**config.mk**
```make
export PLATFORM = sky130hd
export DESIGN_NAME = bpoly_idx_sel
export DESIGN_NICKNAME = d
export VERILOG_FILES = /design/src/rtl/bpis_pkg.sv /design/src/rtl/bpis_bitbuf.sv /design/src/rtl/bpis_modsub.sv /design/src/rtl/bpis_coef_store.sv /design/src/rtl/bpoly_idx_sel.sv
export SDC_FILE = /design/constraint.sdc
export NUM_CORES = 1
export LEC_CHECK = 0
export ABC_AREA = 1
export ABC_CLOCK_PERIOD_IN_PS = 3500
export CAP_MARGIN = 0
export CORE_MARGIN = 2
export CORE_UTILIZATION = 30
export DETAILED_ROUTE_END_ITERATION = 16
export GPL_ROUTABILITY_DRIVEN = 0
export PLACE_DENSITY = 0.55
export SETUP_SLACK_MARGIN = 0.4
export SLEW_MARGIN = 20
export SYNTH_ARGS = -nofsm -noshare
export SYNTH_HDL_FRONTEND = slang
export SYNTH_SLANG_ARGS = --single-unit
```
**constraint.sdc**
```tcl
create_clock -name clk -period 3.5 [get_ports clk]
set_input_delay 0.7 -clock clk [delete_from_list [all_inputs] [get_ports clk]]
set_output_delay 0.7 -clock clk [all_outputs]
set_load 0.05 [all_outputs]
```
**src/rtl/bpis_pkg.sv**
```systemverilog
package bpis_pkg;

    typedef enum logic [1:0] {
        ST_IDLE   = 2'd0,
        ST_FETCH  = 2'd1,
        ST_REDUCE = 2'd2,
        ST_DONE   = 2'd3
    } bpis_state_e;

    localparam logic [1:0] COEF_ZERO = 2'b00;
    localparam logic [1:0] COEF_POS  = 2'b01;
    localparam logic [1:0] COEF_NEG  = 2'b11;

    function automatic int bpis_max(input int a, input int b);
        return (a > b) ? a : b;
    endfunction

endpackage

```
**src/rtl/bpis_bitbuf.sv**
```systemverilog
module bpis_bitbuf #(
    parameter int CW = 4,
    parameter int WW = 8,
    localparam int BW   = WW + CW - 1,
    localparam int CNTW = $clog2(BW + 1)
) (
    input  logic          clk,
    input  logic          rst_n,
    input  logic          clear,
    input  logic          run,
    input  logic          in_valid,
    input  logic [WW-1:0] in_word,
    output logic          in_ready,
    input  logic          take,
    output logic          avail,
    output logic [CW-1:0] chunk
);

    typedef struct packed {
        logic [BW-1:0]   bits;
        logic [CNTW-1:0] cnt;
    } buf_t;

    buf_t st_d, st_q;
    logic [BW-1:0] ext;

    always_comb begin
        ext = '0;
        ext[BW-1 -: WW] = in_word;
        in_ready = run && (st_q.cnt < CNTW'(CW));
        avail    = (st_q.cnt >= CNTW'(CW));
        chunk    = st_q.bits[BW-1 -: CW];
        st_d = st_q;
        if (clear) begin
            st_d = '0;
        end else if (take && avail) begin
            st_d.bits = st_q.bits << CW;
            st_d.cnt  = st_q.cnt - CNTW'(CW);
        end else if (in_valid && in_ready) begin
            st_d.bits = st_q.bits | (ext >> st_q.cnt);
            st_d.cnt  = st_q.cnt + CNTW'(WW);
        end
    end

    always_ff @(posedge clk or negedge rst_n) begin
        if (!rst_n) st_q <= '0;
        else        st_q <= st_d;
    end

endmodule

```
**src/rtl/bpis_modsub.sv**
```systemverilog
module bpis_modsub #(
    parameter int N  = 7,
    parameter int VW = 5
) (
    input  logic          clk,
    input  logic          rst_n,
    input  logic          load,
    input  logic [VW-1:0] ld_val,
    input  logic          step,
    output logic [VW-1:0] val,
    output logic          ge
);

    typedef struct packed {
        logic [VW-1:0] val;
    } red_t;

    red_t st_d, st_q;

    always_comb begin
        ge   = (st_q.val >= VW'(N));
        val  = st_q.val;
        st_d = st_q;
        if (load)
            st_d.val = ld_val;
        else if (step && ge)
            st_d.val = st_q.val - VW'(N);
    end

    always_ff @(posedge clk or negedge rst_n) begin
        if (!rst_n) st_q <= '0;
        else        st_q <= st_d;
    end

endmodule

```
**src/rtl/bpis_coef_store.sv**
```systemverilog
module bpis_coef_store
    import bpis_pkg::*;
#(
    parameter int N  = 7,
    parameter int AW = 3
) (
    input  logic          clk,
    input  logic          rst_n,
    input  logic          clear,
    input  logic          wr_en,
    input  logic          wr_neg,
    input  logic [AW-1:0] idx,
    output logic          hit,
    input  logic [AW-1:0] rd_addr,
    output logic [1:0]    rd_coef,
    output logic [N-1:0]  occ
);

    typedef struct packed {
        logic [N-1:0]      occ;
        logic [N-1:0][1:0] coef;
    } store_t;

    store_t st_d, st_q;

    always_comb begin
        hit     = 1'b0;
        rd_coef = COEF_ZERO;
        occ     = st_q.occ;
        st_d    = st_q;
        for (int i = 0; i < N; i++) begin
            if (idx == AW'(i))     hit     = st_q.occ[i];
            if (rd_addr == AW'(i)) rd_coef = st_q.coef[i];
        end
        if (clear) begin
            st_d = '0;
        end else if (wr_en) begin
            for (int i = 0; i < N; i++) begin
                if (idx == AW'(i)) begin
                    st_d.occ[i]  = 1'b1;
                    st_d.coef[i] = wr_neg ? COEF_NEG : COEF_POS;
                end
            end
        end
    end

    always_ff @(posedge clk or negedge rst_n) begin
        if (!rst_n) st_q <= '0;
        else        st_q <= st_d;
    end

endmodule

```
**src/rtl/bpoly_idx_sel.sv**
```systemverilog
module bpoly_idx_sel
    import bpis_pkg::*;
#(
    parameter int N  = 7,
    parameter int CW = 4,
    parameter int WW = 8,
    parameter int DR = 2,
    localparam int AW = (N > 1) ? $clog2(N) : 1
) (
    input  logic          clk,
    input  logic          rst_n,
    input  logic          start,
    input  logic          in_valid,
    input  logic [WW-1:0] in_word,
    output logic          in_ready,
    output logic          refill_req,
    output logic          done,
    input  logic [AW-1:0] rd_addr,
    output logic [1:0]    rd_coef
);

    localparam int VW = bpis_max(CW, AW) + 1;
    localparam int PW = $clog2(2 * DR + 1);

    typedef struct packed {
        bpis_state_e   state;
        logic [PW-1:0] placed;
    } ctl_t;

    ctl_t ctl_d, ctl_q;

    logic          clear, take, ld, step, wr_en, wr_neg, busy;
    logic          avail, cand_ge, occ_hit;
    logic [CW-1:0] chunk;
    logic [VW-1:0] cand_val;
    logic [N-1:0]  occ_vec;

    bpis_bitbuf #(.CW(CW), .WW(WW)) u_buf (
        .clk(clk), .rst_n(rst_n), .clear(clear), .run(busy),
        .in_valid(in_valid), .in_word(in_word), .in_ready(in_ready),
        .take(take), .avail(avail), .chunk(chunk)
    );

    bpis_modsub #(.N(N), .VW(VW)) u_red (
        .clk(clk), .rst_n(rst_n), .load(ld), .ld_val(VW'(chunk)),
        .step(step), .val(cand_val), .ge(cand_ge)
    );

    bpis_coef_store #(.N(N), .AW(AW)) u_store (
        .clk(clk), .rst_n(rst_n), .clear(clear), .wr_en(wr_en),
        .wr_neg(wr_neg), .idx(cand_val[AW-1:0]), .hit(occ_hit),
        .rd_addr(rd_addr), .rd_coef(rd_coef), .occ(occ_vec)
    );

    always_comb begin
        ctl_d  = ctl_q;
        clear  = 1'b0;
        take   = 1'b0;
        ld     = 1'b0;
        step   = 1'b0;
        wr_en  = 1'b0;
        wr_neg = (ctl_q.placed >= PW'(DR));
        busy   = (ctl_q.state == ST_FETCH) || (ctl_q.state == ST_REDUCE);
        done   = (ctl_q.state == ST_DONE);
        refill_req = (ctl_q.state == ST_FETCH) && !avail;
        unique case (ctl_q.state)
            ST_IDLE, ST_DONE: begin
                if (start) begin
                    clear        = 1'b1;
                    ctl_d.state  = ST_FETCH;
                    ctl_d.placed = '0;
                end
            end
            ST_FETCH: begin
                if (avail) begin
                    take        = 1'b1;
                    ld          = 1'b1;
                    ctl_d.state = ST_REDUCE;
                end
            end
            ST_REDUCE: begin
                if (cand_ge) begin
                    step = 1'b1;
                end else if (occ_hit) begin
                    ctl_d.state = ST_FETCH;
                end else begin
                    wr_en        = 1'b1;
                    ctl_d.placed = ctl_q.placed + PW'(1);
                    ctl_d.state  = (ctl_q.placed == PW'(2 * DR - 1)) ? ST_DONE : ST_FETCH;
                end
            end
            default: ctl_d.state = ST_IDLE;
        endcase
    end

    always_ff @(posedge clk or negedge rst_n) begin
        if (!rst_n) ctl_q <= '{state: ST_IDLE, placed: '0};
        else        ctl_q <= ctl_d;
    end

endmodule

```
== Word-level counts from Yosys, hierarchy flattened ==
Cells that the tools add are included.

* Bits of input ports: 15
* Register bits: 46
* Output and inout port bits: 5

* Shift operators: 1
* $lt $le $gt $ge: 4
* $add $sub $neg: 4
* Bitwise logic cells: 1
* Muxes and demuxes: 53
* Equality and inequality tests: 20
* Reduce and logical (&&, ||, !) cells: 31

{| class="wikitable"
|+ Operators with widths
! cell !! count
|-
| 2-to-1 mux 15 bit || 3
|-
| 2-to-1 mux 21 bit || 2
|-
| 2-to-1 mux 2 bit || 18
|-
| 2-to-1 mux 1 bit || 23
|-
| 2-to-1 mux 5 bit || 4
|-
| nonzero test 2 bit || 10
|-
| == test 3 bit (second input constant) || 6
|-
| == test 3 x 2 -> 1 bit (second input constant) || 5
|-
| AND reduction 2 bit || 7
|-
| OR 11 bit || 1
|-
| right shift 11 x 4 -> 11 bit || 1
|-
| != test 2 bit (second input constant) || 4
|-
| == test 3 x 1 -> 1 bit (second input constant) || 2
|-
| logical NOT 3 bit || 2
|-
| case mux 2 bit (3 select lines) || 1
|-
| case mux 3 bit (2 select lines) || 1
|-
| >= comparator 5 x 3 -> 1 bit (second input constant) || 1
|-
| logical AND 1 bit || 5
|-
| subtractor 5 x 3 -> 5 bit (second input constant) || 1
|-
| adder 4 bit (second input constant) || 1
|-
| == test 2 bit (second input constant) || 2
|-
| >= comparator 4 x 3 -> 1 bit (second input constant) || 1
|-
| < comparator 4 x 3 -> 1 bit (second input constant) || 1
|-
| AND reduction 4 bit || 1
|-
| 11 further kinds || 11
|}

== Logic depth before layout (Yosys ltp) ==
Gate-level depths: netlist (run 1).

* Word-level depth: 13
* Gate-level depth with buffers: 15
* Depth with buffers taken out: 15

== Hierarchy ==
A second synthesis (run 1) with hierarchy kept.

* Cell total of the unflattened synthesis: 328
* Area, all modules: 2419.8 um2

{| class="wikitable"
|+ By module, submodules not included
! module !! area an instance (um2) !! seq. area each (um2) !! cells each !! times used
|-
| bpis_coef_store || 855.8 || 350.3 || 112 || 1
|-
| bpis_bitbuf || 817.0 || 325.3 || 109 || 1
|-
| bpis_modsub || 376.6 || 125.1 || 55 || 1
|-
| bpoly_idx_sel || 370.4 || 125.1 || 52 || 1
|}

== Least setup slack after synthesis (run 1) ==
No wires, ideal clock.

* Path kind: register to register
* Start: register u_buf.st_q[2] (netlist bit)
* End: register u_buf.st_q[10] (netlist bit)
* Library setup time: 0.078 ns
* Stages on the path, launching flop included: 12
* Clock period less this slack: 2.465 ns
* Slack: 1.035 ns
* Arrival: 2.387 ns
* Cells stage by stage: dfrtp_1 > inv_1 > clkbuf_1 > ha_1 > inv_1 > nor2_1 > nand2_1 > nand3_1 > nand2_1 > inv_1 > o211ai_1 > a21oi_1

* Elaborated cells between the ends (all ways): 13

{| class="wikitable"
|+ RTL lines
! element !! line !! source
|-
| from (decl) || bpis_bitbuf.sv:24 || <nowiki>buf_t st_d, st_q;</nowiki>
|-
| from (signal assigned) || bpis_bitbuf.sv:47 || <nowiki>else st_q <= st_d;</nowiki>
|-
| < comparator 4 x 3 -> 1 bit || bpis_bitbuf.sv:30 || <nowiki>in_ready = run && (st_q.cnt < CNTW'(CW));</nowiki>
|-
| logical AND 1 bit || bpis_bitbuf.sv:30 ||
|-
| via in_ready || bpoly_idx_sel.sv:15 || <nowiki>output logic in_ready,</nowiki>
|-
| logical AND 1 bit || bpis_bitbuf.sv:39 || <nowiki>end else if (in_valid && in_ready) begin</nowiki>
|-
| nonzero test 3 bit (no source line) || -- ||
|}

The timed path passes the listed nets, and every way through them passes these cells. The select of a mux whose other input is x is not followed.
A chain may end at the register's enable or synchronous reset.

== Worst setup path in the final report (run 1) ==
* Start: input rd_addr[2]
* End: output rd_coef[1]

* Cells in the longest elaborated chain, start to end: 8
* Elaborated cells between the ends (all ways): 14

{| class="wikitable"
|+ RTL lines
! element !! line !! source
|-
| from (decl) || bpoly_idx_sel.sv:18 || <nowiki>input logic [AW-1:0] rd_addr,</nowiki>
|-
| logical NOT 3 bit || bpis_coef_store.sv:33 || <nowiki>if (rd_addr == AW'(i)) rd_coef = st_q.coef[i];</nowiki>
|-
| 2-to-1 mux 2 bit (6 in a row) || bpis_coef_store.sv:33 ||
|-
| 2-to-1 mux 2 bit (*) || bpis_coef_store.sv:33 ||
|-
| to (decl) || bpoly_idx_sel.sv:19 || <nowiki>output logic [1:0] rd_coef</nowiki>
|}

Mark *: on every way between the ends. The rest lies on a longest branch, timed or not.

==> results.md, run 1 <==
- Die boundary width: 90.3 um
- Time the worst path needs with I/O delays and setup: roughly 2.8 ns
- Placed instance count: 395
- Number of clock sinks: 37
- Initial cell density of the core: slightly above 30%
- Clock share of power: 16.2%
- Predominant post-synthesis flop cell: sky130_fd_sc_hd__dfrtp_1
- Unrepaired setup endpoints after global routing: no
- Post-synth EDFFs: 0
- Fin. max-slew vios: 0
- Placeable core region: roughly 7200 um^2
- Cell chosen for the clock root: sky130_fd_sc_hd__clkbuf_8
- Arr. time, crit path: 2.12 ns
- Maximum Capacitance Violations: 0
- Net total in the final layout: 330
- Pleak: 1.27 nW
- Synth cell types: 32
- Clock tree from TritonCTS: yes
- Share of synthesized flip-flops with an asynchronous set or reset: 100%
- Mapped Nets: ~310
- Vias post-DR: 1908
- Transition time at the pin with the least slew margin: around 0.84 ns
- Net switching power figure: 0.956 mW
- Endpoints failing setup: 0
- Register share of total power: 31.8%
- Number of design rule violations left after detail routing: 0
- Vertical die dimension: 90.3 um
- Sequential fraction of the synthesis area: between 40% and 50%
- Area of the die: 8150 um^2
- Floorplan row count: 31
- Share of post-route cells with drive strength above 1: between 10% and 20%
- Number of global-route vias before repair: 1870
- Minimum hold slack: 0.500 ns
- Sw Ratio: between 40% and 50%
- Path category of the worst min-delay check: flop to flop
- Post-route cell area: 2620 um^2
- Post-synthesis instance area: ~2200 um^2
- Congestion Overflow GR: 0
- Count of final hold-check violations: 0
- Post-Synthesis Mean Instance Area: 7.92 um^2
- Setup clock skew after layout: 0.00564 ns
- Required time of the worst setup path: 2.80 ns
- Detail Route met3 WL: 200 um
- Status: completed
- Post-detailed-route via-to-cell ratio: about 4.7
- DRT Pass-1 Iters: 4
- Worst supply voltage drop on vdd: 0.000458 V
- Filler-free cell count of the finished design: approximately 400
- Clock edge transition at the registers on the reported setup and hold paths: 0.08 ns
- Combinational power share: 52.1%
- Kind of start point of the critical path: primary input
- Worst slew margin relative to its limit: 43.7%
- Type of element capturing the critical path: primary output
- Power density over the cells: 779 nW/um^2
- Detailed-routing wirelength on met1: 2350 um
- Num CTS Buffers: 5
- Gate count of the mapped netlist: 282
- Post-synthesis to final-layout area growth: 17.2%
- Classification of the worst setup path: primary input to primary output
- Drt total wl: 4880 um
- Highest layer used for signal routing: met4
- Detailed placement HPWL: ~3700 um
- Number of DRC violations after detailed-routing iteration 0: 112
- Maximum fanout along the worst path: 10
- Synthesized flop and latch total: 37
- I/O pin count: 20
- H-Tree Depth: 2
- Gr usage total: 13.0%
- Max Root-Sink Buffers: 2
- Worst-skew pair later-pin latency: 0.29 ns
- Antenna Nets Post-Route: 0
- Total Negative Setup Slacks: 0 ns
- Cell area after placement: 2510 um^2
- Total met2 wirelength after detailed routing: 2280 um
- Wire length of the first global-routing pass: 8690 um
- Largest net degree at the start of global routing: 38
- Port buffer count: 19
- Final worst path period share: 80.7%
- Yosys Warn Count: 0
- Highest Clock Rate: 0.354 GHz
- Fill cell instance count of the final layout: 783
- Int Pwr: ~1.1 mW
- Number of diodes: 0
- Routed len/inst: 12.1 um
- Number of antenna violations at the first check in global routing: 0
-- placed cells by master, fill, tap and decap left out, drive strengths merged, types with 2 or more instances in the layout --
cell type,netlist,final
clkdlybuf4s50,0,14
nand3b,2,2
dlymetal6s2s,0,2
clkinv,1,2
buf,2,5
or2,3,3
o21ai,21,21
nand4,17,17
clkbuf,5,7
o211ai,6,6
nand2,53,53
nand3,20,20
inv,44,44
nor2,21,21
a21oi,26,26
dfrtp,37,37
nor3,4,4
ha,12,12
-- flip-flops by register name (all words and copies together) (netlist names) --
name / flops
u_store.st_q: 14
u_buf.st_q: 9
ctl_q: 5
u_red.val: 5
u_buf.chunk: 4
-- critical path: stages --
cell                              delay, ns
sky130_fd_sc_hd__clkdlybuf4s50_1       0.46
sky130_fd_sc_hd__clkinv_1              0.20
sky130_fd_sc_hd__nand3_1               0.19
sky130_fd_sc_hd__o211ai_1              0.09
sky130_fd_sc_hd__a41oi_1               0.18
sky130_fd_sc_hd__nand4_1               0.10
sky130_fd_sc_hd__buf_4                 0.20
-- kinds of logic after synthesis --
group                      synth area share, %
and+or+nand+nor                           26.2
DFF                                       41.5
buffers and inverters                     9.42
xor gates and xnor gates                 0.392
AOI/OAI and AO/OA                         15.8
adders and majority gates                 6.73
-- stage by stage --
stage | setup WS [ns] | utilization (%) | total power [mW]
after floorplan | 1.04 | - | 1.49
after CTS | 0.495 | 36.2 | 2.06
after global placement | 0.706 | 34.8 | 1.71
final | 0.677 | 36.3 | 2.04
after global routing | 0.485 | 36.3 | 2.25
after detailed placement | 0.668 | 34.8 | 1.73
-- area by class of cell --
class | instances | area [um^2] | area share (%)
multi-input combinational | 193 | 1100 | 41.9
sequential | 37 | 926 | 35.4
timing repair buffer | 21 | 200 | 7.65
inverter | 45 | 169 | 6.46
tap | 99 | 124 | 4.73
clock buffer | 7 | 96.3 | 3.68
clock inverter | 1 | 5.00 | 0.191
-- power groups by stage --
stage               Sequential [mW]  Clock, mW  Combinational (mW)
finish                        0.647      0.330                1.06
global route                  0.668      0.361                1.22
CTS                           0.648      0.341                1.08
detailed placement            0.656          0                1.07
global placement              0.655          0                1.06
floorplan                     0.619          0               0.868
-- worst paths after layout --
path                                          endpoint  slack, ns  depth (start not counted)                       from
setup reg to reg             u_buf.st_q[3]$_DFFE_PN0P_       1.29                         10  u_buf.st_q[2]$_DFFE_PN0P_
hold reg to reg              u_buf.st_q[6]$_DFFE_PN0P_       0.50                          2  u_buf.st_q[6]$_DFFE_PN0P_
hold / removal               u_buf.st_q[6]$_DFFE_PN0P_       0.50                          2  u_buf.st_q[6]$_DFFE_PN0P_
setup / recovery                            rd_coef[1]       0.68                          7                 rd_addr[2]
max in group asynchronous  u_store.st_q[2]$_DFFE_PN0P_       2.45                          1                      rst_n
min in group asynchronous    u_buf.st_q[2]$_DFFE_PN0P_       0.51                          1                      rst_n
-- Yosys cell counts, types with 2 or more instances --
cell type	instances	area [um^2]
sky130_fd_sc_hd__nand2_1	48	180
sky130_fd_sc_hd__inv_1	41	154
sky130_fd_sc_hd__dfrtp_1	37	926
sky130_fd_sc_hd__a21oi_1	24	120
sky130_fd_sc_hd__nand3_1	20	100
sky130_fd_sc_hd__nand4_1	17	106
sky130_fd_sc_hd__nor2_1	17	63.8
sky130_fd_sc_hd__o21ai_0	15	75.1
sky130_fd_sc_hd__ha_1	12	150
sky130_fd_sc_hd__o211ai_1	6	45.0
sky130_fd_sc_hd__o21ai_1	6	30.0
sky130_fd_sc_hd__clkbuf_1	5	18.8
sky130_fd_sc_hd__nand2_2	5	31.3
sky130_fd_sc_hd__nor3_1	4	20.0
sky130_fd_sc_hd__inv_2	3	11.3
sky130_fd_sc_hd__or2_2	3	18.8
sky130_fd_sc_hd__buf_6	2	22.5
sky130_fd_sc_hd__nand3b_1	2	15.0
sky130_fd_sc_hd__nor2_4	2	22.5
-- what timing repair did --
| item | CTS | global route |
|---|---|---|
| buffers inserted | 0 | 0 |
| gates resized for setup | 0 | 2 |
| endpoints found under the setup margin | 0 | 2 |
| hold buffers | 0 | 0 |
-- layer usage --
metal | GRT usage [%] | up-vias
li1 | - | 989
met1 | 16.7 | 871
met2 | 22.2 | 41
met3 | 2.84 | 7
met4 | 3.46 | 0
met5 | 0 | -
No activity file was read; power rests on OpenSTA's default activity.
==> inputs of run 2 (changes only) <==
--- a/config.mk
+++ b/config.mk
@@ -6,13 +6,13 @@
 export NUM_CORES = 1
 export LEC_CHECK = 0
 export ABC_AREA = 1
-export ABC_CLOCK_PERIOD_IN_PS = 3500
+export ABC_CLOCK_PERIOD_IN_PS = 2350
 export CAP_MARGIN = 0
 export CORE_MARGIN = 2
 export CORE_UTILIZATION = 30
 export DETAILED_ROUTE_END_ITERATION = 16
 export GPL_ROUTABILITY_DRIVEN = 0
-export PLACE_DENSITY = 0.55
+export PLACE_DENSITY = 0.57
 export SETUP_SLACK_MARGIN = 0.4
 export SLEW_MARGIN = 20
 export SYNTH_ARGS = -nofsm -noshare
==> constraint.sdc (replaced) <==
create_clock -name clk -period 2.35 [get_ports clk]
set_input_delay 0.47 -clock clk [delete_from_list [all_inputs] [get_ports clk]]
set_output_delay 0.47 -clock clk [all_outputs]
set_load 0.05 [all_outputs]
==> results.md, run 2 (synthesized netlist as in run 1, its figures left out) <==
- Category of cells accounting for the largest share of critical-path delay: buffers and inverters (unchanged)
- Crit path cell chain: clkbuf_2 > buf_6 > nand3_2 > o211ai_1 > a41oi_1 > nand4_1 > buf_12 (was clkdlybuf4s50_1 > clkinv_1 > nand3_1 > o211ai_1 > a41oi_1 > nand4_1 > buf_4)
- Pleak: 1.37 nW (was 1.27 nW)
- Setup clock skew after layout: 0.00587 ns (was 0.00564 ns)
- Clock tree from TritonCTS: yes (unchanged)
- Die boundary width: 90.3 um (unchanged)
- Clock edge transition at the registers on the reported setup and hold paths: 0.08 ns (about the same)
- Worst supply voltage drop on vdd: 0.000793 V (was 0.000458 V)
- Gr usage total: 13.6% (was 13.0%)
- Endpoints failing setup: 0 (unchanged)
- Total area of multi-input combinational cells: 1190 um^2 (was 1100 um^2)
- Reg area: 928 um^2 (was 926 um^2)
- Time the worst path needs with I/O delays and setup: about 1.9 ns
- Kind of start point of the critical path: primary input (unchanged)
- Status: completed (unchanged)
- DRT Pass-1 Iters: 4 (unchanged)
- Worst-skew pair later-pin latency: 0.29 ns (about the same)
- Commonest non-fill, non-tap cells in the layout: 47 x sky130_fd_sc_hd__nand2_1, 35 x sky130_fd_sc_hd__dfrtp_1, 33 x sky130_fd_sc_hd__inv_1, 23 x sky130_fd_sc_hd__a21oi_1 (was 48 x sky130_fd_sc_hd__nand2_1, 41 x sky130_fd_sc_hd__inv_1, 37 x sky130_fd_sc_hd__dfrtp_1, 24 x sky130_fd_sc_hd__a21oi_1, 20 x sky130_fd_sc_hd__nand3_1)
- Number of design rule violations left after detail routing: 0 (unchanged)
- Detail Route met3 WL: 228 um (was 200 um)
- Type of element capturing the critical path: primary output (unchanged)
- Post-synthesis to final-layout area growth: 31.1% (was 17.2%)
- Fill cell instance count of the final layout: 766 (was 783)
- Antenna Nets Post-Route: 0 (unchanged)
- Number of antenna violations at the first check in global routing: 0 (unchanged)
- Total met2 wirelength after detailed routing: 2550 um (was 2280 um)
- Maximum fanout along the worst path: 4 (was 10)
- Path category of the worst min-delay check: primary input to async pin (was flop to flop)
- Total Negative Setup Slacks: 0 ns (unchanged)
- I/O pin count: 20 (unchanged)
- Vias post-DR: 2012 (was 1908)
- Delay of the slowest critical-path stage: 0.19 ns (was 0.46 ns)
- Num CTS Buffers: 5 (unchanged)
- Count of final hold-check violations: 0 (unchanged)
- Highest Clock Rate: 0.524 GHz
- Placed instance count: 399 (was 395)
- Slowest library cell on the worst path: sky130_fd_sc_hd__a41oi_1 (was sky130_fd_sc_hd__clkdlybuf4s50_1)
- Final worst path period share: 81.2%
- Vertical die dimension: 90.3 um (unchanged)
- Filler-free cell count of the finished design: 422 (was 403)
- Port buffer count: 19 (unchanged)
- Transition time at the pin with the least slew margin: 0.833 ns (was 0.844 ns)
- Top flop regs: u_store.st_q (14), u_buf.st_q (9) (unchanged)
- CTS Hold Buffers Added: 0 (unchanged)
- Maximum Capacitance Violations: 0 (unchanged)
- Highest layer used for signal routing: met4 (unchanged)
- Classification of the worst setup path: primary input to primary output (unchanged)
- Unrepaired setup endpoints after global routing: yes (was no)
- Minimum hold slack: 0.281 ns (was 0.500 ns)
- Number of global-route vias before repair: 1952 (was 1870)
- Leading cell type in the layout, fill and taps excluded: sky130_fd_sc_hd__nand2_1 (unchanged)
- Core utilization of the finished layout: 40.6% (was 36.3%)
- Reg with most FFs: u_store.st_q (unchanged)
- Initial cell density of the core: 30.9% (unchanged)
- Share of post-route cells with drive strength above 1: 26.0% (was 10.2%)
- Max Root-Sink Buffers: 2 (unchanged)
- Congestion Overflow GR: 0 (unchanged)
- Number of diodes: 0 (unchanged)
- Flip-flop count of the largest register, all copies and words added: 14 (unchanged)
- Required time of the worst setup path: 1.88 ns (was 2.80 ns)
- Detailed placement HPWL: 3620 um (was 3680 um)
- Power density over the cells: 1200 nW/um^2 (was 779 nW/um^2)
- Area of the die: 8150 um^2 (unchanged)
- Crit path buffers/inverters: 3 (unchanged)
- Detailed-routing wirelength on met1: 2370 um (was 2350 um)
- Wire length of the first global-routing pass: 9180 um (was 8690 um)
- Number of clock sinks: 37 (unchanged)
- Largest net degree at the start of global routing: 38 (unchanged)
- Number of DRC violations after detailed-routing iteration 0: 87 (was 112)
- Placeable core region: 7210 um^2 (unchanged)
- Arr. time, crit path: 1.44 ns (was 2.12 ns)
- Drt total wl: 5220 um (was 4880 um)
- Post-detailed-route via-to-cell ratio: 4.77 (was 4.73)
- Routed len/inst: 12.4 um (was 12.1 um)
- Floorplan row count: 31 (unchanged)
- Net total in the final layout: 349 (was 330)
- Cell chosen for the clock root: sky130_fd_sc_hd__clkbuf_8 (unchanged)
- Fin. max-slew vios: 0 (unchanged)
- Worst slew margin relative to its limit: 44.5% (was 43.7%)
- H-Tree Depth: 2 (unchanged)
## run 2: report_power, final
part,total (mW),switching (mW),internal (mW)
combinational,1.94,1.17,0.771
sequential,0.978,0.151,0.827
clock,0.579,0.234,0.345
total,3.50,1.55,1.94
## run 2: per-stage QoR
step	total power, mW	instance area, um^2	setup slack, ns
after CTS	3.30	2790	0.287
after floorplan	2.24	2240	0.443
final	3.50	2930	0.443
after detailed placement	2.67	2590	0.0371
after global placement	2.65	2590	0.0681
after global routing	3.83	2930	0.303
## run 2: worst reg2reg max path: cells and delay by family (launching register included)
kind	cells	cell delay, ns
flip-flops	1	0.43
adder cells (fa/ha/maj)	2	0.38
AND/OR/NAND/NOR	6	0.44
buffers and inverters	1	0.05
AO/OA/AOI/OAI	2	0.43
## run 2: final cells by class
type,count,share of cell area (%)
Timing Repair Buffer,39,13.0
Multi-Input combinational cell,193,40.8
Tap cell,99,4.23
Inverter,45,5.99
Clock inverter,2,1.28
Clock buffer,6,2.82
Sequential cell,37,31.7
Timing Repair inverter,1,0.171
## run 2: path summary, 6_finish.rpt
| check | startpoint | end | slack [ns] | cells after the start |
|---|---|---|---|---|
| min in group clk | u_buf.st_q[6]$_DFFE_PN0P_ | u_buf.st_q[6]$_DFFE_PN0P_ | 0.51 | 2 |
| hold / removal | rst_n | ctl_q[2]$_DFFE_PN0P_ | 0.28 | 1 |
| hold reg to reg | u_buf.st_q[6]$_DFFE_PN0P_ | u_buf.st_q[6]$_DFFE_PN0P_ | 0.51 | 2 |
| setup reg to reg | u_red.val[0]$_DFFE_PN0P_ | ctl_q[0]$_DFFE_PN0P_ | 0.49 | 11 |
| setup / recovery | rd_addr[0] | rd_coef[1] | 0.44 | 7 |
| max in group asynchronous | rst_n | u_red.val[2]$_DFFE_PN0P_ | 1.49 | 1 |
## run 2: per-layer routing
layer	vias to the layer above	global-route usage [%]
met5	-	0
met4	0	3.46
met3	8	2.67
met2	49	22.9
met1	927	18.0
li1	1028	-
## run 2: repair_timing
item	CTS	global route
pin swaps	6	16
setup endpoints to repair	5	30
setup buffers	3	11
gates cloned	1	0
gates resized for setup	20	26
hold endpoints to repair	0	0
==> inputs of run 3 (changes only) <==
--- a/config.mk
+++ b/config.mk
@@ -6,13 +6,13 @@
 export NUM_CORES = 1
 export LEC_CHECK = 0
 export ABC_AREA = 1
-export ABC_CLOCK_PERIOD_IN_PS = 2350
+export ABC_CLOCK_PERIOD_IN_PS = 1800
 export CAP_MARGIN = 0
 export CORE_MARGIN = 2
 export CORE_UTILIZATION = 30
 export DETAILED_ROUTE_END_ITERATION = 16
 export GPL_ROUTABILITY_DRIVEN = 0
-export PLACE_DENSITY = 0.57
+export PLACE_DENSITY = 0.55
 export SETUP_SLACK_MARGIN = 0.4
 export SLEW_MARGIN = 20
 export SYNTH_ARGS = -nofsm -noshare
==> constraint.sdc (replaced) <==
create_clock -name clk -period 1.8 [get_ports clk]
set_input_delay 0.36 -clock clk [delete_from_list [all_inputs] [get_ports clk]]
set_output_delay 0.36 -clock clk [all_outputs]
set_load 0.05 [all_outputs]
==> results.md, run 3 (synthesized netlist as in run 1, its figures left out) <==
- Area of the die: 8150 um^2 (unchanged)
- Power density over the cells: 1620 nW/um^2 (was 1200 nW/um^2)
- DRT Pass-1 Iters: 6 (was 4)
- Num CTS Buffers: 5 (unchanged)
- Vertical die dimension: 90.3 um (unchanged)
- Gr usage total: 14.3% (was 13.6%)
- Largest net degree at the start of global routing: 20 (was 38)
- Setup ws final: 0.0121 ns (was 0.443 ns)
- Type of element capturing the critical path: flop (was primary output)
- Status: completed (unchanged)
- Port buffer count: 19 (unchanged)
- Initial cell density of the core: 30.9% (unchanged)
- Delay of the slowest critical-path stage: 0.45 ns (was 0.19 ns)
- Cell chosen for the clock root: sky130_fd_sc_hd__clkbuf_8 (unchanged)
- Kind of start point of the critical path: flop (was primary input)
- Time the worst path needs with I/O delays and setup: roughly 1.8 ns
- Floorplan row count: 31 (unchanged)
- Category of cells accounting for the largest share of critical-path delay: simple AND/OR/NAND/NOR gates (was buffers and inverters)
- Number of clock sinks: 37 (unchanged)
- Drt total wl: 5670 um (was 5220 um)
- Worst-skew pair later-pin latency: 0.29 ns (about the same)
- Top flop regs: u_store.st_q (14), u_buf.st_q (9) (unchanged)
- Final worst path period share: 99.3%
- Maximum Capacitance Violations: 0 (unchanged)
- Number of diodes: 0 (unchanged)
- Fin. max-slew vios: 0 (unchanged)
- Setup clock skew after layout: 0.00774 ns (was 0.00587 ns)
- Max Root-Sink Buffers: 2 (unchanged)
- Routed len/inst: 12.7 um (was 12.4 um)
- Fill cell instance count of the final layout: 718 (was 766)
- Crit path buffers/inverters: 1 (was 3)
- Flip-flop count of the largest register, all copies and words added: 14 (unchanged)
- Classification of the worst setup path: flop to flop (was primary input to primary output)
- Endpoints failing setup: 0 (unchanged)
- Crit path cell chain: ha_4 > buf_4 > a21oi_4 > nand2_2 > nor2_4 > nor2_4 > nor2_8 > nand2_2 > nand3_2 > nand2_1 (was clkbuf_2 > buf_6 > nand3_2 > o211ai_1 > a41oi_1 > nand4_1 > buf_12)
- Post-detailed-route via-to-cell ratio: 4.84 (was 4.77)
- Number of DRC violations after detailed-routing iteration 0: 77 (was 87)
- Core utilization of the finished layout: 47.6% (was 40.6%)
- Number of antenna violations at the first check in global routing: 0 (unchanged)
- Reg with most FFs: u_store.st_q (unchanged)
- Placeable core region: 7210 um^2 (unchanged)
- Unrepaired setup endpoints after global routing: yes (unchanged)
- Required time of the worst setup path: 1.98 ns (was 1.88 ns)
- Setup slack at placement: -0.305 ns (was 0.0371 ns)
- Wire length of the first global-routing pass: 9700 um (was 9180 um)
- Die boundary width: 90.3 um (unchanged)
- Maximum fanout along the worst path: 6 (was 4)
- Clock tree from TritonCTS: yes (unchanged)
- Post-synthesis to final-layout area growth: 53.7% (was 31.1%)
- Number of global-route vias before repair: 2108 (was 1952)
- I/O pin count: 20 (unchanged)
- Total Negative Setup Slacks: 0 ns (unchanged)
- Count of final hold-check violations: 0 (unchanged)
- Pleak: 1.52 nW (was 1.37 nW)
- Path category of the worst min-delay check: primary input to async pin (unchanged)
- Worst supply voltage drop on vdd: 0.00110 V (was 0.000793 V)
- Detailed placement HPWL: 4020 um (was 3620 um)
- H-Tree Depth: 2 (unchanged)
- Transition time at the pin with the least slew margin: 0.454 ns (was 0.833 ns)
- Commonest non-fill, non-tap cells in the layout: 39 x sky130_fd_sc_hd__nand2_1, 31 x sky130_fd_sc_hd__dfrtp_1, 28 x sky130_fd_sc_hd__buf_4, 26 x sky130_fd_sc_hd__inv_1, 17 x sky130_fd_sc_hd__nand4_1 (was 47 x sky130_fd_sc_hd__nand2_1, 35 x sky130_fd_sc_hd__dfrtp_1, 33 x sky130_fd_sc_hd__inv_1, 23 x sky130_fd_sc_hd__a21oi_1)
- Net total in the final layout: 372 (was 349)
- Clock edge transition at the registers on the reported setup and hold paths: 0.08 ns (about the same)
- Minimum hold slack: 0.00626 ns (was 0.281 ns)
- Total power: 5.57 mW (was 3.50 mW)
- Leading cell type in the layout, fill and taps excluded: sky130_fd_sc_hd__nand2_1 (unchanged)
- Share of post-route cells with drive strength above 1: 43.6% (was 26.0%)
- Slowest library cell on the worst path: sky130_fd_sc_hd__dfrtp_2 (was sky130_fd_sc_hd__a41oi_1)
- Antenna Nets Post-Route: 0 (unchanged)
- Worst slew margin relative to its limit: 69.8% (was 44.5%)
- Vias post-DR: 2154 (was 2012)
- Congestion Overflow GR: 0 (unchanged)
- Highest Clock Rate: 0.559 GHz
- Arr. time, crit path: 1.97 ns (was 1.44 ns)
- Number of design rule violations left after detail routing: 0 (unchanged)
run 3: what timing repair did:
action,CTS,global route
cloned,0,1
gates resized for setup,57,47
endpoints found under the setup margin,42,42
pin swaps,25,32
buffers inserted,11,14
hold buffers,0,0
run 3: metrics by stage:
stage | instances | instance area, um^2
floorplan | 282 | 2380
finish | 445 | 3430
global placement | 411 | 2820
global route | 445 | 3430
CTS | 430 | 3150
detailed placement | 411 | 2820
run 3: layout make-up:
type / instances / area [um^2] / area share, %
multi-input combinational: 193 / 1460 / 42.5
sequential: 37 / 933 / 27.2
timing repair buffer: 62 / 612 / 17.8
inverter: 45 / 215 / 6.27
tap: 99 / 124 / 3.61
clock buffer: 6 / 72.6 / 2.12
clock inverter: 2 / 10.0 / 0.292
timing repair inverter: 1 / 5.00 / 0.146
run 3: final timing paths:
kind / end / from / slack [ns] / cells after the start
max: ctl_q[0]$_DFFE_PN0P_ / u_red.val[1]$_DFFE_PN0P_ / 0.01 / 10
min: u_buf.st_q[6]$_DFFE_PN0P_ / rst_n / 0.006 / 1
max reg2reg: ctl_q[0]$_DFFE_PN0P_ / u_red.val[1]$_DFFE_PN0P_ / 0.01 / 10
min reg2reg: u_store.st_q[9]$_DFFE_PN0P_ / u_store.st_q[9]$_DFFE_PN0P_ / 0.52 / 2
max in group asynchronous: ctl_q[4]$_DFFE_PN0P_ / rst_n / 1.32 / 2
min in group clk: u_store.st_q[9]$_DFFE_PN0P_ / u_store.st_q[9]$_DFFE_PN0P_ / 0.52 / 2
run 3: power breakdown:
part,switching [mW],leakage (nW),internal (mW)
logic,2.04,0.996,1.67
registers,0.200,0.481,1.09
clock network,0.307,0.0450,0.269
run 3: layer usage:
layer  share of wire [%]  track usage, %  up-vias
met2                  49            24.4       47
met4                 1.8            5.13        0
met5                   0               0        -
met3                 3.9            3.26       11
li1                    -               -     1074
met1                  46            17.9     1022
